### src/rtl/hwreg_pkg.sv
package hwreg_pkg;
  localparam int unsigned DATA_W = 32;
  localparam int unsigned SEL_W  = 5;

  localparam logic [SEL_W-1:0] SEL_CPUNUM = 5'd0;
  localparam logic [SEL_W-1:0] SEL_STEP   = 5'd1;
  localparam logic [SEL_W-1:0] SEL_CYCLE  = 5'd2;
  localparam logic [SEL_W-1:0] SEL_RES    = 5'd3;
  localparam logic [SEL_W-1:0] SEL_TLS    = 5'd29;
  localparam logic [SEL_W-1:0] SEL_IMP0   = 5'd30;
  localparam logic [SEL_W-1:0] SEL_IMP1   = 5'd31;

  typedef enum logic [1:0] {
    CLS_GATED   = 2'd0,
    CLS_NOSUPP  = 2'd1,
    CLS_INVALID = 2'd2
  } sel_cls_e;

  function automatic sel_cls_e classify(input logic [SEL_W-1:0] sel);
    case (sel)
      SEL_CPUNUM, SEL_STEP, SEL_CYCLE, SEL_RES, SEL_IMP0, SEL_IMP1: classify = CLS_GATED;
      SEL_TLS:                                                     classify = CLS_NOSUPP;
      default:                                                     classify = CLS_INVALID;
    endcase
  endfunction
endpackage

### src/rtl/hwreg_cycle_ctr.sv
module hwreg_cycle_ctr #(
  parameter int unsigned CNT_W   = 32,
  parameter int unsigned CTR_RES = 2
) (
  input  logic             clk_i,
  input  logic             rst_ni,
  output logic [CNT_W-1:0] cnt_o
);
  logic [CNT_W-1:0] cnt_q;

  generate
    if (CTR_RES <= 1) begin : g_every_clk
      always_ff @(posedge clk_i or negedge rst_ni) begin
        if (!rst_ni) cnt_q <= '0;
        else         cnt_q <= cnt_q + 1'b1;
      end
    end else begin : g_prescaled
      localparam int unsigned PRE_W = $clog2(CTR_RES);
      localparam logic [PRE_W-1:0] PRE_LAST = PRE_W'(CTR_RES - 1);
      logic [PRE_W-1:0] pre_q;
      always_ff @(posedge clk_i or negedge rst_ni) begin
        if (!rst_ni) begin
          pre_q <= '0;
          cnt_q <= '0;
        end else if (pre_q == PRE_LAST) begin
          pre_q <= '0;
          cnt_q <= cnt_q + 1'b1;  // wraps modulo 2^CNT_W
        end else begin
          pre_q <= pre_q + 1'b1;
        end
      end
    end
  endgenerate

  assign cnt_o = cnt_q;
endmodule

### src/rtl/hwreg_access_chk.sv
module hwreg_access_chk
  import hwreg_pkg::*;
#(
  parameter int unsigned MASK_W = 32
) (
  input  logic [SEL_W-1:0]  sel_i,
  input  logic              user_mode_i,
  input  logic [MASK_W-1:0] mask_i,
  input  logic              cu0_i,
  output logic              grant_o,
  output logic              fault_o
);
  sel_cls_e cls;
  logic     perm;

  always_comb begin
    cls     = classify(sel_i);
    perm    = !user_mode_i || mask_i[sel_i] || cu0_i;
    grant_o = (cls == CLS_GATED) && perm;
    fault_o = !grant_o;
  end
endmodule

### src/rtl/hwreg_value_mux.sv
module hwreg_value_mux
  import hwreg_pkg::*;
#(
  parameter int unsigned CPUNUM_W  = 10,
  parameter int unsigned SYNC_STEP = 32,
  parameter int unsigned CTR_RES   = 2
) (
  input  logic [SEL_W-1:0]  sel_i,
  input  logic [DATA_W-1:0] ebase_i,
  input  logic [DATA_W-1:0] cnt_i,
  output logic [DATA_W-1:0] value_o
);
  localparam logic [DATA_W-1:0] STEP_VAL = DATA_W'(SYNC_STEP);
  localparam logic [DATA_W-1:0] RES_VAL  = DATA_W'(CTR_RES);

  always_comb begin
    case (sel_i)
      SEL_CPUNUM: value_o = {{(DATA_W-CPUNUM_W){1'b0}}, ebase_i[CPUNUM_W-1:0]};
      SEL_STEP:   value_o = STEP_VAL;
      SEL_CYCLE:  value_o = cnt_i;
      SEL_RES:    value_o = RES_VAL;
      default:    value_o = '0;  // implementation slots read zero
    endcase
  end
endmodule

### src/rtl/hwreg_read_unit.sv
module hwreg_read_unit
  import hwreg_pkg::*;
#(
  parameter int unsigned CPUNUM_W  = 10,
  parameter int unsigned SYNC_STEP = 32,
  parameter int unsigned CTR_RES   = 2
) (
  input  logic        clk_i,
  input  logic        rst_ni,
  input  logic        valid_i,
  input  logic [4:0]  sel_i,
  input  logic        user_mode_i,
  input  logic [31:0] hw_en_mask_i,
  input  logic        cu0_i,
  input  logic [31:0] ebase_i,
  output logic [31:0] result_o,
  output logic        wr_en_o,
  output logic        ri_exc_o,
  output logic [31:0] cycle_cnt_o
);
  logic [DATA_W-1:0] cnt;
  logic [DATA_W-1:0] value;
  logic              grant;
  logic              fault;

  hwreg_cycle_ctr #(.CNT_W(DATA_W), .CTR_RES(CTR_RES)) i_ctr (
    .clk_i  (clk_i),
    .rst_ni (rst_ni),
    .cnt_o  (cnt)
  );

  hwreg_access_chk #(.MASK_W(DATA_W)) i_chk (
    .sel_i       (sel_i),
    .user_mode_i (user_mode_i),
    .mask_i      (hw_en_mask_i),
    .cu0_i       (cu0_i),
    .grant_o     (grant),
    .fault_o     (fault)
  );

  hwreg_value_mux #(
    .CPUNUM_W  (CPUNUM_W),
    .SYNC_STEP (SYNC_STEP),
    .CTR_RES   (CTR_RES)
  ) i_mux (
    .sel_i   (sel_i),
    .ebase_i (ebase_i),
    .cnt_i   (cnt),
    .value_o (value)
  );

  assign wr_en_o     = valid_i && grant;
  assign ri_exc_o    = valid_i && fault;
  assign result_o    = wr_en_o ? value : '0;
  assign cycle_cnt_o = cnt;
endmodule

### config.mk
export PLATFORM = sky130hd
export DESIGN_NAME = hwreg_read_unit
export DESIGN_NICKNAME = d
export VERILOG_FILES = /design/src/rtl/hwreg_pkg.sv /design/src/rtl/hwreg_cycle_ctr.sv /design/src/rtl/hwreg_access_chk.sv /design/src/rtl/hwreg_value_mux.sv /design/src/rtl/hwreg_read_unit.sv
export SDC_FILE = /design/constraint.sdc
export NUM_CORES = 1
export LEC_CHECK = 0
export BUFFER_PORTS_ARGS = -buffer_cell sky130_fd_sc_hd__buf_4
export CORE_UTILIZATION = 39
export DETAILED_ROUTE_END_ITERATION = 16
export GPL_TIMING_DRIVEN = 0
export PLACE_DENSITY = 0.84
export SLEW_MARGIN = 40
export SYNTH_ARGS = -nofsm -noshare
export SYNTH_HDL_FRONTEND = slang
export SYNTH_SLANG_ARGS = --single-unit
### constraint.sdc
create_clock -name clk_i -period 1.98 [get_ports clk_i]
set_clock_uncertainty 0.15 [all_clocks]
set_input_delay 0.198 -clock clk_i [delete_from_list [all_inputs] [get_ports clk_i]]
set_output_delay 0.198 -clock clk_i [all_outputs]
set_load 0.01 [all_outputs]
# Word-level counts from Yosys, hierarchy flattened
# Index checks and enable logic that the tools add are counted.
# op_classes
n_reduce_logical,10
mux,6
order_cmp,1
add_sub_neg,2
eq_ne,6
# ops
operator,count
case mux 32 bit (4 select lines),1
adder 32 x 1 -> 32 bit (second input constant),1
two-way mux 32 bit,1
equality test 5 bit (second input constant),3
equality test 5 x 2 -> 1 bit (second input constant),2
< comparator 5 x 6 -> 1 bit (second input constant),1
OR reduction 6 bit,1
binary-select mux 1 bit (select 5 bit),1
equality test 5 x 1 -> 1 bit (second input constant),1
logical NOT 5 bit,1
case mux 2 bit (2 select lines),1
logical AND 1 bit,3
logical NOT 1 bit,2
logical NOT 2 bit,1
logical OR 1 bit,2
two-way mux 1 bit,2
adder 1 bit (second input constant),1
# totals
output_inout_bits,66
ff_bits,33
word_cells,27

# Longest topological paths before layout
# depth
depth_word,7
ltp_mapped,7
depth_no_buf,6

# By module
# A second synthesis with hierarchy kept.
# unflattened
hier_cells,262
hier_area_um2,2468.6
# by_module_without_submodules
module,n_inst,area_per_inst_um2,cells_each,seq_area_each_um2
hwreg_cycle_ctr,1,1534.0,134,825.8
hwreg_value_mux,1,509.2,76,0.0
hwreg_read_unit,1,282.8,40,0.0
hwreg_access_chk,1,142.6,12,0.0

# Least setup slack after synthesis
# Ideal clock, no wire load.
# synth_timing
path_type,input -> output
from,input port sel_i[0]
to,output port result_o[10]
t_required_ns,1.632
path_buffers,2
arrival_time_ns,1.668
slack_ns,-0.036
path_stages,7
cell_sequence,buf_6 mux2_4 o311a_4 a311oi_4 nor2_2 buf_6 and2_4
# synth_via
elab_chain_cells,7
word_cells_on_any_way,18
cone_classes,6 x eq/ne; 5 x mux; 7 x reduce/logical
# synth_lines
item,line,source
"start, declared",hwreg_read_unit.sv:11,"input logic [4:0] sel_i,"
binary-select mux 1 bit (select 5 bit) (tied with other cells),hwreg_access_chk.sv:18,perm = !user_mode_i || mask_i[sel_i] || cu0_i;
two-way mux 1 bit (implied by the code) or OR reduction 6 bit (tied branches),"hwreg_access_chk.sv:18, hwreg_pkg.sv:20",
logical OR 1 bit or case mux 2 bit (2 select lines) (tied branches),"hwreg_access_chk.sv:18, hwreg_pkg.sv:20",
logical OR 1 bit or logical NOT 2 bit (tied branches),"hwreg_access_chk.sv:18, hwreg_access_chk.sv:19",
logical AND 1 bit,hwreg_access_chk.sv:19,grant_o = (cls == CLS_GATED) && perm;
logical AND 1 bit,hwreg_read_unit.sv:52,assign wr_en_o = valid_i && grant;
two-way mux 32 bit (*),hwreg_read_unit.sv:54,assign result_o = wr_en_o ? value : '0;
"end, declared",hwreg_read_unit.sv:16,"output logic [31:0] result_o,"
# Mark *: on every way between the ends. The rest lies on a longest branch, timed or not. The select of a mux whose other input is x is not followed.

# Worst setup path in the final report
# layout_timing
from,input port sel_i[0]
to,output port result_o[13]
# The elaborated chain is that of the path after synthesis.

==> summary.md <==
## Run
- 0 — Max-Cap Viols

## Yosys
- 0 — YS warnings
- dfrtp_1 — most used flip-flop cell after synthesis
- 297 — syn nets
- 2240 um^2 — area of the mapped netlist
- 33 — flops & latches, synth
- 36.8% — area share of the leading cell type in the synthesized netlist
- 0 — number of flops mapped to enable cells by yosys
- dfrtp_1 — largest area contributor in the synthesized netlist
- 40 — Unique masters post-synth
- 222 — Mapped Cells
- dfrtp_1, and2_4, xnor2_1 — largest cells by area after synthesis
- 100% — Synth async-reset ratio
- 36.8% — post-synthesis sequential area ratio
- 10.1 um^2 — average size of a mapped cell

## STA
- -0.167 ns — post-route setup slack
- 108% — period utilisation layout
- 466 MHz — timing-limited maximum frequency
- 72.2% — Worst slew margin
- true — RSZ-0062 raised after global routing
- 0 — number of pins with negative max-slew slack in the final report
- 34 — final setup violation count
- 0 — number of hold violations in the final report
- 0.417 ns — worst-margin pin slew
- 2.15 ns — Min Clock Period, post-route
- 0.232 ns — tightest hold margin

## Clocking
- 2 — clk buf depth
- 2 — H-Tree Level Count
- clkbuf_8 — Root Buffer
- yes — TritonCTS clock tree
- 0.07 ns — Worst-path clk slew
- 5 — Num CTS Buffers
- 33 — clock tree sinks
- 0.30 ns — clock latency at the later pin of the worst-skew pair

## Layout
- 66.2% — final core utilization
- 0 — antenna diode count
- 63.3% — Syn-to-layout area delta
- buf_4 — most common cell after layout, fill and taps aside
- buf_4, buf_6, dfrtp_1 — most frequent cells in the layout
- 437 — final net count
- 58.6% — fraction of layout instances using a drive strength above 1

## Die
- 6060 um^2 — DIE AREA
- 140 — io pins
- 77.9 um — die span in y
- 77.9 um — die width
- 27 — row count
- 5540 um^2 — Std-Cell Core Area
- 40.5% — initial core utilization

## Critical path
- output port — Critical Path End Type
- i_ctr.cnt_o[16] — r2r startpoint
- 5 — number of cell instances on the worst register-to-register path
- 1.63 ns — Worst EP required
- i_ctr.cnt_o[29] — terminus of the critical flop-to-flop path
- in -> out — start-to-end type of the worst setup path
- input port — crit start category
- 1.80 ns — arrival time at the worst endpoint
- 0.07 ns — Worst R2R Setup Slack
- 5 — Worst Path Max Fanout

## Drt
- 2195 — routed vias
- 5.06 — via density per instance
- 6360 um — Routed Wire Length
- 86 — initial drt markers
- 0 — number of nets with antenna violations after routing
- 0 — DRC errors left
- 14.6 um — mean routed wirelength per cell
- 4 — drt pass-1 iters

## Power
- 395 nW/um^2 — power density over cell area
- 0.00145 W — Design Power
- 1.82 nW — standby leakage power
- 288 uV — peak ir drop on the vdd network

## Global routing
- 34 — pin count of the biggest net entering global routing
- 0 — initial antenna violation count
- 10400 um — global-route wire length before repair
- 2214 — via count of the first global-routing pass
- 21.9% — global router's overall resource usage
- 0 — grt ovf

## Run status
- setup timing — violated checks
- finished with violations — outcome

## Worst hold path
- in -> async — path type of the worst min-delay path

## Placement
- 115 — number of buffers added on ports
- -0.264 ns — post-placement worst setup slack
- 4510 um — detailed placement HPWL
- 0.777 — routability cong.

## sequential cells by signal, indices dropped and copies added (netlist names)
signal,cells
i_ctr.cnt_o,32
i_ctr.g_prescaled.pre_q,1
## Yosys cell counts, drive strengths merged (2+ instances only)
library cell   n
nand4          8
a31oi          2
and4           2
nand3         14
mux2           4
nor2          24
dfrtp         33
a21oi          4
nor4           3
o21ai          3
xnor2         20
and2          20
and3           3
nor3b          2
nand2b         4
inv            4
mux4           3
nor3           4
mux2i         17
buf            5
nand2         15
clkbuf         3
nor2b          3
xor2          11
## where the power goes
group          switching (W)  internal, W
Combinational       0.000105     0.000144
Clock               0.000250     0.000276
Sequential                 0     0.000674
## cell type report
| type | count | area, um^2 |
|---|---|---|
| fillers | 452 | 1870 |
| multi-input cells | 177 | 1460 |
| repair buffers | 134 | 1100 |
| flip-flops and latches | 33 | 841 |
| well taps | 72 | 90.1 |
| clock buffers | 7 | 86.3 |
| plain buffers | 7 | 72.6 |
| inverters | 4 | 15.0 |
## worst max-delay path, stage by stage
cell      delay, ns
buf_12         0.11
mux2_4         0.29
o311a_4        0.33
a311oi_4       0.36
nor2_4         0.10
buf_6          0.14
and2_4         0.15
buf_6          0.12
## how the worst max path moves through the flow
| stage | startpoint | end | cells past startpoint |
|---|---|---|---|
| floorplan | i_ctr.cnt_o[3] | i_ctr.cnt_o[29] | 5 |
| global placement | sel_i[2] | result_o[7] | 7 |
| detailed placement | i_ctr.g_prescaled.pre_q | i_ctr.cnt_o[29] | 6 |
| CTS | sel_i[0] | result_o[13] | 8 |
| global route | sel_i[0] | result_o[13] | 8 |
| finish | sel_i[0] | result_o[13] | 8 |
## metrics by stage
step | cell area (um^2) | cells | setup TNS (ns)
6_report | 3670 | 434 | -4.14
5_1_grt | 3670 | 434 | -5.30
4_1_cts | 3540 | 428 | -3.24
3_5_place_dp | 3200 | 409 | -8.15
3_3_place_gp | 3200 | 409 | -7.08
2_1_floorplan | 2240 | 222 | 0
## layer usage
metal / global-route usage [%] / share of wire (%) / vias to the layer above
li1: - / - / 1052
met1: 26.0 / 40 / 1065
met2: 38.4 / 53 / 67
met3: 3.65 / 4.5 / 11
met4: 9.81 / 1.9 / 0
met5: 0 / 0 / -
## what timing repair did
action,in CTS,in global routing
pin swaps,16,11
gates resized for setup,40,30
cloned,2,0
hold buffers,1,0
hold endpoints to repair,33,0
setup endpoints to repair,42,47
buffers inserted,10,6
## cell families after synthesis
family | synth area share [%]
AND/OR/NAND/NOR | 28.4
adder cells (fa/ha/maj) | 0.557
multiplexers | 12.8
AO/OA/AOI/OAI | 6.19
XOR/XNOR | 12.1
flip-flops | 36.8
buffers and inverters | 3.18
(Power assumes the default switching activity.)
